### src/rtl/bsd_pkg.sv
package bsd_pkg;

    typedef enum logic [2:0] {
        K_DESEL   = 3'd0,
        K_BEG_RD  = 3'd1,
        K_BEG_WR  = 3'd2,
        K_CONT_RD = 3'd3,
        K_CONT_WR = 3'd4,
        K_SUSP_RD = 3'd5,
        K_SUSP_WR = 3'd6
    } kind_e;

    typedef enum logic [1:0] {
        AS_NONE = 2'd0,
        AS_EXT  = 2'd1,
        AS_NEXT = 2'd2,
        AS_CUR  = 2'd3
    } asel_e;

    typedef enum logic [2:0] {
        S_DESEL = 3'd0,
        S_F_RD  = 3'd1,
        S_F_WR  = 3'd2,
        S_B_RD  = 3'd3,
        S_B_WR  = 3'd4
    } bst_e;

    function automatic logic kind_is_write(kind_e k);
        return (k == K_BEG_WR) || (k == K_CONT_WR) || (k == K_SUSP_WR);
    endfunction

endpackage

### src/rtl/bsd_lane_decode.sv
module bsd_lane_decode #(
    parameter int LANES = 4
) (
    input  logic             gwr_n,
    input  logic             bwr_n,
    input  logic [LANES-1:0] lane_n,
    output logic [LANES-1:0] mask_o,
    output logic             is_wr_o
);
    // Each lane is enabled by the global write, or by byte-write plus its own enable.
    for (genvar g = 0; g < LANES; g++) begin : g_lane
        assign mask_o[g] = ~gwr_n | (~bwr_n & ~lane_n[g]);
    end

    assign is_wr_o = |mask_o;
endmodule

### src/rtl/bsd_classify.sv
module bsd_classify
    import bsd_pkg::*;
(
    input  logic  ce1_n,
    input  logic  ce2,
    input  logic  ce3_n,
    input  logic  cpu_stb_n,
    input  logic  ctl_stb_n,
    input  logic  adv_n,
    input  logic  is_wr,
    input  bst_e  cur_st,
    output kind_e kind_o,
    output asel_e asel_o,
    output bst_e  nxt_st_o
);
    logic cpu_act;
    logic any_stb;
    logic sel;

    always_comb begin
        cpu_act  = ~cpu_stb_n & ~ce1_n;   // first enable masks the processor strobe
        any_stb  = cpu_act | ~ctl_stb_n;
        sel      = ~ce1_n & ce2 & ~ce3_n;
        kind_o   = K_DESEL;
        asel_o   = AS_NONE;
        nxt_st_o = S_DESEL;
        if (any_stb) begin
            if (!sel) begin
                kind_o   = K_DESEL;
                asel_o   = AS_NONE;
                nxt_st_o = S_DESEL;
            end else if (cpu_act || !is_wr) begin
                kind_o   = K_BEG_RD;
                asel_o   = AS_EXT;
                nxt_st_o = S_F_RD;
            end else begin
                kind_o   = K_BEG_WR;
                asel_o   = AS_EXT;
                nxt_st_o = S_F_WR;
            end
        end else if (cur_st == S_DESEL) begin
            kind_o   = K_DESEL;
            asel_o   = AS_NONE;
            nxt_st_o = S_DESEL;
        end else begin
            asel_o   = adv_n ? AS_CUR : AS_NEXT;
            nxt_st_o = is_wr ? S_B_WR : S_B_RD;
            if (adv_n) kind_o = is_wr ? K_SUSP_WR : K_SUSP_RD;
            else       kind_o = is_wr ? K_CONT_WR : K_CONT_RD;
        end
    end
endmodule

### src/rtl/burst_sram_cmd_dec.sv
module burst_sram_cmd_dec
    import bsd_pkg::*;
#(
    parameter int LANES  = 4,
    parameter int ADDR_W = 18
) (
    input  logic              clk,
    input  logic              rst_n,
    input  logic              ce1_n,
    input  logic              ce2,
    input  logic              ce3_n,
    input  logic              cpu_stb_n,
    input  logic              ctl_stb_n,
    input  logic              adv_n,
    input  logic              gwr_n,
    input  logic              bwr_n,
    input  logic [LANES-1:0]  lane_n,
    input  logic [ADDR_W-1:0] addr_i,
    output logic [2:0]        kind_o,
    output logic [1:0]        asel_o,
    output logic [LANES-1:0]  lane_we_o,
    output logic [2:0]        state_o,
    output logic [LANES-1:0]  wr_mask_q_o,
    output logic [ADDR_W-1:0] load_addr_q_o
);
    localparam logic [LANES-1:0] NO_LANES = '0;

    typedef struct packed {
        bst_e              st;
        logic [LANES-1:0]  mask;
        logic [ADDR_W-1:0] addr;
    } regs_t;

    regs_t r_d, r_q;

    logic [LANES-1:0] raw_mask;
    logic             is_wr;
    kind_e            kind;
    asel_e            asel;
    bst_e             nxt_st;
    logic [LANES-1:0] lane_we;

    bsd_lane_decode #(.LANES(LANES)) u_lane (
        .gwr_n   (gwr_n),
        .bwr_n   (bwr_n),
        .lane_n  (lane_n),
        .mask_o  (raw_mask),
        .is_wr_o (is_wr)
    );

    bsd_classify u_cls (
        .ce1_n     (ce1_n),
        .ce2       (ce2),
        .ce3_n     (ce3_n),
        .cpu_stb_n (cpu_stb_n),
        .ctl_stb_n (ctl_stb_n),
        .adv_n     (adv_n),
        .is_wr     (is_wr),
        .cur_st    (r_q.st),
        .kind_o    (kind),
        .asel_o    (asel),
        .nxt_st_o  (nxt_st)
    );

    always_comb begin
        lane_we   = kind_is_write(kind) ? raw_mask : NO_LANES;
        r_d       = r_q;
        r_d.st    = nxt_st;
        r_d.mask  = lane_we;
        if (asel == AS_EXT) r_d.addr = addr_i;
    end

    always_ff @(posedge clk or negedge rst_n) begin
        if (!rst_n) begin
            r_q <= '{st: S_DESEL, mask: '0, addr: '0};
        end else begin
            r_q <= r_d;
        end
    end

    assign kind_o        = kind;
    assign asel_o        = asel;
    assign lane_we_o     = lane_we;
    assign state_o       = r_q.st;
    assign wr_mask_q_o   = r_q.mask;
    assign load_addr_q_o = r_q.addr;

    // a deselect cycle never writes
    a_r7_desel_no_write: assert property (@(posedge clk) disable iff (!rst_n)
        (kind_o == 3'd0) |-> (lane_we_o == NO_LANES && asel_o == 2'd0));

    // suspend cycles keep the current address
    a_r8_suspend_holds: assert property (@(posedge clk) disable iff (!rst_n)
        (kind_o == 3'd5 || kind_o == 3'd6) |-> (asel_o == 2'd3));

    // idle strobes in deselect keep the tracker deselected
    a_r9_idle_stays: assert property (@(posedge clk) disable iff (!rst_n)
        (state_o == 3'd0 && ctl_stb_n && (cpu_stb_n || ce1_n)) |=> (state_o == 3'd0));

    // a begin-write opens the first-write state
    a_r10_begin_wr_state: assert property (@(posedge clk) disable iff (!rst_n)
        (kind_o == 3'd2) |=> (state_o == 3'd2));

    // registered mask matches the lanes sampled at the edge
    a_r11_mask_reg: assert property (@(posedge clk) disable iff (!rst_n)
        1'b1 |=> (wr_mask_q_o == $past(lane_we_o)));

    // an acting processor strobe never starts a write
    a_r5_cpu_reads: assert property (@(posedge clk) disable iff (!rst_n)
        (!cpu_stb_n && !ce1_n) |-> (kind_o != 3'd2 && lane_we_o == NO_LANES));
endmodule

### config.mk
export PLATFORM = sky130hd
export DESIGN_NAME = burst_sram_cmd_dec
export DESIGN_NICKNAME = d
export VERILOG_FILES = /design/src/rtl/bsd_pkg.sv /design/src/rtl/bsd_lane_decode.sv /design/src/rtl/bsd_classify.sv /design/src/rtl/burst_sram_cmd_dec.sv
export SDC_FILE = /design/constraint.sdc
export NUM_CORES = 1
export LEC_CHECK = 0
export ABC_AREA = 1
export BUFFER_PORTS_ARGS = -buffer_cell sky130_fd_sc_hd__clkbuf_2
export CAP_MARGIN = 20
export CORE_MARGIN = 5
export CORE_UTILIZATION = 30
export CTS_CLUSTER_DIAMETER = 200
export DETAILED_ROUTE_END_ITERATION = 16
export PLACE_DENSITY = 0.58
export SLEW_MARGIN = 20
export SYNTH_ARGS = -nofsm -noshare
export SYNTH_HDL_FRONTEND = slang
export SYNTH_SLANG_ARGS = --single-unit
### constraint.sdc
create_clock -name clk -period 1.8 [get_ports clk]
set_clock_uncertainty 0.05 [all_clocks]
set_input_delay 0.36 -clock clk [delete_from_list [all_inputs] [get_ports clk]]
set_output_delay 0.36 -clock clk [all_outputs]
set_load 0.01 [all_outputs]
==> results of run 1 <==
## metrics by stage
stage,worst slack [ps],cells,hold slack [ps]
after floorplan,10.62,137,14.41
after global placement,-210.1,263,350.7
after detailed placement,-256.2,263,346.1
after CTS,-181.9,272,55.79
after global routing,-208.0,275,76.93
final,-153.8,275,29.17
## cells in the mapped netlist
master   instances
buf_6            2
buf_4            3
nor2_4           1
ha_1             1
nor2_1          18
nand2_2          1
nand2_1         63
nand3_2          2
nand3_1          2
inv_1           14
o21ai_0          2
nor2_2           2
dfrtp_1         25
a21oi_1          1
## where the power goes
group | switching [uW] | total [uW] | internal, uW | leakage [uW]
Clock | 164 | 318 | 154 | 0.0000255
Combinational | 220 | 412 | 192 | 0.000766
Sequential | 41.8 | 689 | 647 | 0.000322
## worst min path at each step
stage	from	end	slack (ps)	cells after the start
floorplan	rst_n	load_addr_q_o[0]$_DFFE_PN0N_	10	0
global placement	rst_n	load_addr_q_o[0]$_DFFE_PN0N_	350	1
detailed placement	rst_n	load_addr_q_o[0]$_DFFE_PN0N_	350	1
CTS	rst_n	load_addr_q_o[0]$_DFFE_PN0N_	60	1
global route	rst_n	load_addr_q_o[12]$_DFFE_PN0N_	80	1
finish	rst_n	load_addr_q_o[12]$_DFFE_PN0N_	30	1
## registers in the layout (all words and copies together), names as in the netlist
register,flops
wr_mask_q_o,4
state_o,3
load_addr_q_o,18
## worst max-delay path: stages
cell	delay [ps]
clkbuf_16	140
nor2_4	110
nor2_2	50
nand3_2	80
inv_2	50
ha_4	260
inv_2	40
nand2_4	60
nand3_2	90
nand2_4	130
nor2_4	60
buf_6	110
## cells by family (layout without fill, tap and decap cells)
| family | Yosys count | in the layout | synth area share (%) |
|---|---|---|---|
| simple gates | 89 | 89 | 32.66 |
| flops | 25 | 25 | 56.12 |
| compound gates | 3 | 3 | 1.346 |
| fa+ha+maj | 1 | 1 | 1.122 |
| buf+inv | 19 | 109 | 8.754 |
## repair_timing
| item | CTS | global route |
|---|---|---|
| pin swaps | 11 | 11 |
| resized for setup | 23 | 27 |
| setup buffers | 5 | 3 |
| endpoints found under the setup margin | 7 | 8 |
| hold endpoints to repair | 0 | 0 |
## routing by layer
metal  vias to the layer above  share of wire, %  global-route usage (%)
met4                         0              0.94                   4.384
li1                        582                 -                       -
met3                         2               8.9                   2.983
met5                         -                 0                       0
met1                       502                39                   13.76
met2                        41                51                   21.52
## cell type report
type,count,area (um^2)
sequential,25,625.6
timing repair buffer,91,591.8
tap,48,60.06
clock buffer,3,41.29
inverter,14,55.05
clock inverter,1,5.005
multi-input combinational,93,528.0
fill,362,1727
==> metrics.md, run 1 <==
| Metric | Value |
|---|---|
| Outcome | finished with violations |
| Violated checks | setup timing |
| Ranking of synthesized cells by area | dfrtp_1, nand2_1, nor2_1, inv_1, buf_4 |
| Clk Latency, worst-skew pair | 260 ps |
| Initial antenna violation count | 0 |
| Synth top area share | 56.12% |
| Total Power | between 1000 and 1500 uW |
| Peak VDD IR | ~0.26 mV |
| Max-Slew Margin vs Limit | approximately three fifths |
| Ant diodes | 0 |
| Largest fanout on the critical path | 5 |
| Yosys warns | 0 |
| CTS tree | yes |
| Post-synth top area cell | dfrtp_1 |
| Crit path launch | bwr_n |
| Fmax | just over 500 MHz |
| Reg clk slew, reported paths | 90 ps |
| Most frequent cells in the layout | nand2_1, clkbuf_2, dfrtp_1 |
| Final setup margin | -153.8 ps |
| Crit path capture type | output port |
| Gr usage total | about an eighth |
| Vias per inst | between 4 and 5 |
| Syn_area_per_cell | 8.137 um^2 |
| Fin crit period | between 1500 and 2000 ps |
| CP Capture Point | lane_we_o[3] |
| Syn Inst Count | 137 |
| Nets | between 200 and 300 |
| Setup TNS | -663.0 ps |
| P&R area growth vs syn | 71.04% |
| CTS buffer count | 3 |
| Power per cell area | about 740 nW/um^2 |
| 1st-pass router iterations | 4 |
| DP HPWL | approximately 2400 um |
| Worst r2r dst | wr_mask_q_o[3]$_DFF_PN0_ |
| IO Pins | 66 |
| Synth Net Count | between 150 and 200 |
| Setup slack, reg-to-reg | about 260 ps |
| Post-DR wirelength/cell | between 10 and 15 um |
| Die height | 70.96 um |
| Routed wire length | 3078 um |
| Clk buf depth | 2 |
| Seq cells post-synth | 25 |
| Initial Util | between 30% and 40% |
| Dpl cell area | roughly 1600 um^2 |
| Die Footprint | roughly 5000 um^2 |
| Share of layout cells above drive strength 1 | 56.39% |
| Largest net degree at the start of global routing | 26 |
| CP Launch Type | input pin |
| CTS Sinks | 25 |
| Row cnt | 22 |
| Root Driver | clkbuf_8 |
| Worst Max-Slew Pin Slew | 589.7 ps |
| MaxCap Viol Count | 0 |
| CP Class | input pin to output port |
| Max H-tree Level | 1 |
| First-pass GRT wire length | 4940 um |
| Commonest non-fill, non-tap cell in the layout | nand2_1 |
| Mapped Area | about 1100 um^2 |
| Critical path arrival | about 1500 ps |
| Core area | ~3600 um^2 |
| WP data required | around 1400 ps |
| # hold bufs at CTS | 0 |
| Yosys cell types | 14 |
| Cell count of the worst reg-to-reg path | 11 |
| 1st-iter DRT viols | 30 |
| Fin crit share | 108.5% |
| Count of final setup violators | 6 |
| Total grt overflow | 0 |
| Final hold violations | 0 |
| Port buffer count | 65 |
| Seq/Total Area, Yosys | 56.12% |
| Post-DRT Antenna Nets | 0 |
| DIE WIDTH | 70.96 um |
| Worst R2R Start | state_o[1]$_DFF_PN0_ |
| Pleak | approximately 0.0011 uW |
| Vias | between 1k and 1.5k |
| Vias in the first global route | about 1.2k |
| Slew Limit Fails | 0 |
| RSZ-0062 raised after global routing | true |
| Post-route design area | 1907 um^2 |
| GPL Wtd Cong | ~0.71 |
| Layout Utilization | between 50% and 60% |
| Number of remaining DRC errors | 0 |
| Hold Path Class | input pin to asynchronous set/reset pin |
Power figures use the tool's default switching activity.
==> run 2, diff against run 1 <==
--- a/config.mk
+++ b/config.mk
@@ -12,8 +12,9 @@
 export CORE_UTILIZATION = 30
 export CTS_CLUSTER_DIAMETER = 200
 export DETAILED_ROUTE_END_ITERATION = 16
-export PLACE_DENSITY = 0.58
+export PLACE_DENSITY = 0.57
 export SLEW_MARGIN = 20
 export SYNTH_ARGS = -nofsm -noshare
 export SYNTH_HDL_FRONTEND = slang
+export SYNTH_HIERARCHICAL = 1
 export SYNTH_SLANG_ARGS = --single-unit
==> run 2 against run 1 <==
Effect of this change:
- the flow still finishes with violations (setup timing)
- via count rose by 4.3%
- critical path depth fell by 1
- combinational power rose by 24%
- non-clock buffer count fell by 3
- global-route usage rose by 0.41 points
- first-iteration DRC count fell by 20%
- sequential cell count did not move
- register-to-register slack got worse by 110 ps
- highest routed layer unchanged
==> metrics.md, run 2 <==
| Metric | Value |
|---|---|
| Post-DRT Antenna Nets | 0 (unchanged) |
| Initial antenna violation count | 0 (unchanged) |
| P&R area growth vs syn | 64.89% (was 71.04%) |
| IO Pins | 66 (unchanged) |
| Gr usage total | 12.43% (was 12.02%) |
| CP Class | input pin to output port (unchanged) |
| Vias in the first global route | 1143 (was 1160) |
| Core area | 3716 um^2 (was 3633 um^2) |
| Slowest CP cell | ha_4 (unchanged) |
| Dpl cell area | 1664 um^2 (was 1640 um^2) |
| Fmax | 472.8 MHz (was 511.8 MHz) |
| Root Driver | clkbuf_8 (unchanged) |
| GPL Wtd Cong | 0.7626 (was 0.7055) |
| Max-Slew Margin vs Limit | 59.02% (was 60.69%) |
| DIE WIDTH | 72.52 um (was 70.96 um) |
| MaxCap Viol Count | 0 (unchanged) |
| Row cnt | 22 (unchanged) |
| Count of final setup violators | 7 (was 6) |
| DP Worst Slack | -311.0 ps (was -256.2 ps) |
| Async SR Flop Fraction | 100.0% (unchanged) |
| Crit path capture type | output port (unchanged) |
| Max H-tree Level | 1 (unchanged) |
| Setup TNS | -1396 ps (was -663.0 ps) |
| Worst Max-Slew Pin Slew | 614.7 ps (was 589.7 ps) |
| # hold bufs at CTS | 0 (unchanged) |
| CTS buffer count | 3 (unchanged) |
| Final setup margin | -314.9 ps (was -153.8 ps) |
| Fin crit share | 117.5% (was 108.5%) |
| Ranking of synthesized cells by area | dfrtp_1, nand2_1, nand3_1, inv_1, nand2_2 (was dfrtp_1, nand2_1, nor2_1, inv_1, buf_4) |
| Violated checks | setup timing (unchanged) |
| Yosys cell types | 17 (was 14) |
| CTS tree | yes (unchanged) |
| Seq/Total Area, Yosys | 53.36% (was 56.12%) |
| Slowest Stage Delay on Critical Path | 270 ps (was 260 ps) |
| Critical path, cell by cell | buf_8 > or2_4 > nand3_2 > inv_2 > ha_4 > inv_4 > nand3_4 > nand2_4 > nor2_4 > nor3_4 > buf_2 (was clkbuf_16 > nor2_4 > nor2_2 > nand3_2 > inv_2 > ha_4 > inv_2 > nand2_4 > nand3_2 > nand2_4 > nor2_4 > buf_6) |
| RSZ-0062 raised after global routing | true (unchanged) |
| Final hold violations | 0 (unchanged) |
| Slew Limit Fails | 0 (unchanged) |
| Sum of buffers and inverters on the critical path | 4 (unchanged) |
| Hold Path Class | input pin to asynchronous set/reset pin (unchanged) |
| Post-synth top area cell | dfrtp_1 (unchanged) |
| Die Footprint | 5258 um^2 (was 5035 um^2) |
| Clk Latency, worst-skew pair | 260 ps (about the same) |
| Largest fanout on the critical path | 5 (unchanged) |
| Fin crit period | 2115 ps (was 1954 ps) |
| Total grt overflow | 0 (unchanged) |
| DP HPWL | 2370 um (about the same) |
| Vias | 1176 (was 1127) |
| Most frequent cells in the layout | clkbuf_2, nand2_1, dfrtp_1 (was nand2_1, clkbuf_2, dfrtp_1) |
| Vias per inst | 4.324 (was 4.098) |
| Nets | 258 (was 261) |
| Commonest non-fill, non-tap cell in the layout | clkbuf_2 (was nand2_1) |
| Routed wire length | 3357 um (was 3078 um) |
| Synth Net Count | 170 (unchanged) |
| Port buffer count | 65 (unchanged) |
| Power per cell area | 814.1 nW/um^2 (was 743.8 nW/um^2) |
| First-pass GRT wire length | 5188 um (was 4940 um) |
| Largest net degree at the start of global routing | 26 (unchanged) |
| Number of remaining DRC errors | 0 (unchanged) |
| Clk buf depth | 2 (unchanged) |
| Post-route design area | 1933 um^2 (was 1907 um^2) |
| Critical path arrival | 1700 ps (was 1540 ps) |
| Synth top area share | 53.36% (was 56.12%) |
| Reg clk slew, reported paths | 80 ps (was 90 ps) |
| WP data required | 1390 ps (about the same) |
| Initial Util | 31.55% (was 30.68%) |
| Post-DR wirelength/cell | 12.34 um (was 11.19 um) |
| 1st-iter DRT viols | 24 (was 30) |
| Count leader, synth | nand2_1 (unchanged) |
| Syn Inst Count | 137 (unchanged) |
| Layout Utilization | 52.02% (was 52.48%) |
| Post-synth top cells | nand2_1, dfrtp_1, nand3_1 (was nand2_1, dfrtp_1, nor2_1) |
| Die height | 72.52 um (was 70.96 um) |
| Mapped Area | 1172 um^2 (was 1115 um^2) |
| Peak VDD IR | 0.2570 mV (was 0.2621 mV) |
| Outcome | finished with violations (unchanged) |
| Delay-heaviest family, CP | simple AND/OR/NAND/NOR gates (unchanged) |
| Pleak | 0.001102 uW (was 0.001113 uW) |
| CTS Sinks | 25 (unchanged) |
| CP Launch Type | input pin (unchanged) |
| Ys flop type | dfrtp_1 (unchanged) |
| 1st-pass router iterations | 2 (was 4) |
| Seq cells post-synth | 25 (unchanged) |
| Yosys warns | 6 (was 0) |
| Ant diodes | 0 (unchanged) |
| EDFF count, synth | 0 (unchanged) |
| Max reg flops | 18 (unchanged) |
| Syn_area_per_cell | 8.557 um^2 (was 8.137 um^2) |
| Share of layout cells above drive strength 1 | 54.46% (was 56.39%) |
| Total Power | 1574 uW (was 1418 uW) |
==> run 2: changes by cell type after synthesis <==
cell / before / now
o21ai_0: 2 / 3
nand3_2: 2 / 0
nand2_1: 63 / 40
nand2_8: 0 / 1
o21ai_1: 0 / 1
inv_4: 0 / 1
or2_1: 0 / 1
nor2_1: 18 / 8
a21oi_1: 1 / 0
inv_1: 14 / 13
nand3_1: 2 / 24
nor2_2: 2 / 4
nor3_1: 0 / 4
nand2_2: 1 / 5
==> run 2: metal layers <==
layer	routed length (um)	global-route usage [%]	vias up	part of all wire (%)
met5	0	0	-	0
met4	16	3.074	0	0.48
met3	285	3.878	4	8.5
met2	1647	20.93	42	49
met1	1408	15.48	524	42
li1	-	-	606	-
==> run 2: worst paths after layout <==
kind	start	endpoint	slack, ps	depth (start not counted)
hold / removal	rst_n	load_addr_q_o[9]$_DFFE_PN0N_	50	1
min in group clk	addr_i[1]	load_addr_q_o[1]$_DFFE_PN0N_	270	3
setup / recovery	bwr_n	lane_we_o[3]	-310	11
setup reg to reg	state_o[2]$_DFF_PN0_	load_addr_q_o[15]$_DFFE_PN0N_	150	10
max in group asynchronous	rst_n	state_o[2]$_DFF_PN0_	1260	1
hold reg to reg	load_addr_q_o[16]$_DFFE_PN0N_	load_addr_q_o[16]$_DFFE_PN0N_	430	2
==> run 2: logic make-up after synthesis <==
logic type / Yosys count / share of synthesized area, %
AND/OR/NAND/NOR: 88 / 35.33
flip-flops: 25 / 53.36
buffers and inverters: 19 / 8.538
AO/OA/AOI/OAI: 4 / 1.707
adder cells (fa/ha/maj): 1 / 1.067
==> run 2: cell type report <==
type,instances,area [um^2]
Tap cell,48,60.06
Multi-Input combinational cell,93,589.3
Timing Repair Buffer,88,553.0
Fill cell,360,1783
Inverter,14,60.06
Clock buffer,4,45.04
Sequential cell,25,625.6
==> run 2: power by group <==
group	leakage [uW]	switching (uW)	total [uW]	internal, uW
Clock	0.0000228	166	324	158
Combinational	0.000758	281	512	231
Sequential	0.000321	60.4	738	678
Total	0.00110	507	1570	1070
==> run 2: worst reg2reg max path: stages (launching register included) <==
cell and delay, ps:
dfrtp_1 400, nor2_2 160, nand2_4 100, buf_6 140, nand2_4 80, buf_6 100, inv_4 40, inv_4 190
nand2_8 150, nand2_1 100, nand2_1 50
==> run 2: through the flow <==
step	hold slack, ps	instances
final	45.20	272
after global routing	101.7	272
after CTS	66.44	268
after detailed placement	361.2	255
after global placement	358.1	255
after floorplan	14.41	137
==> run 2: what timing repair did <==
item | in CTS | in global routing
setup buffers | 9 | 5
pin swaps | 7 | 5
gates resized for setup | 9 | 22
setup endpoints to repair | 8 | 9
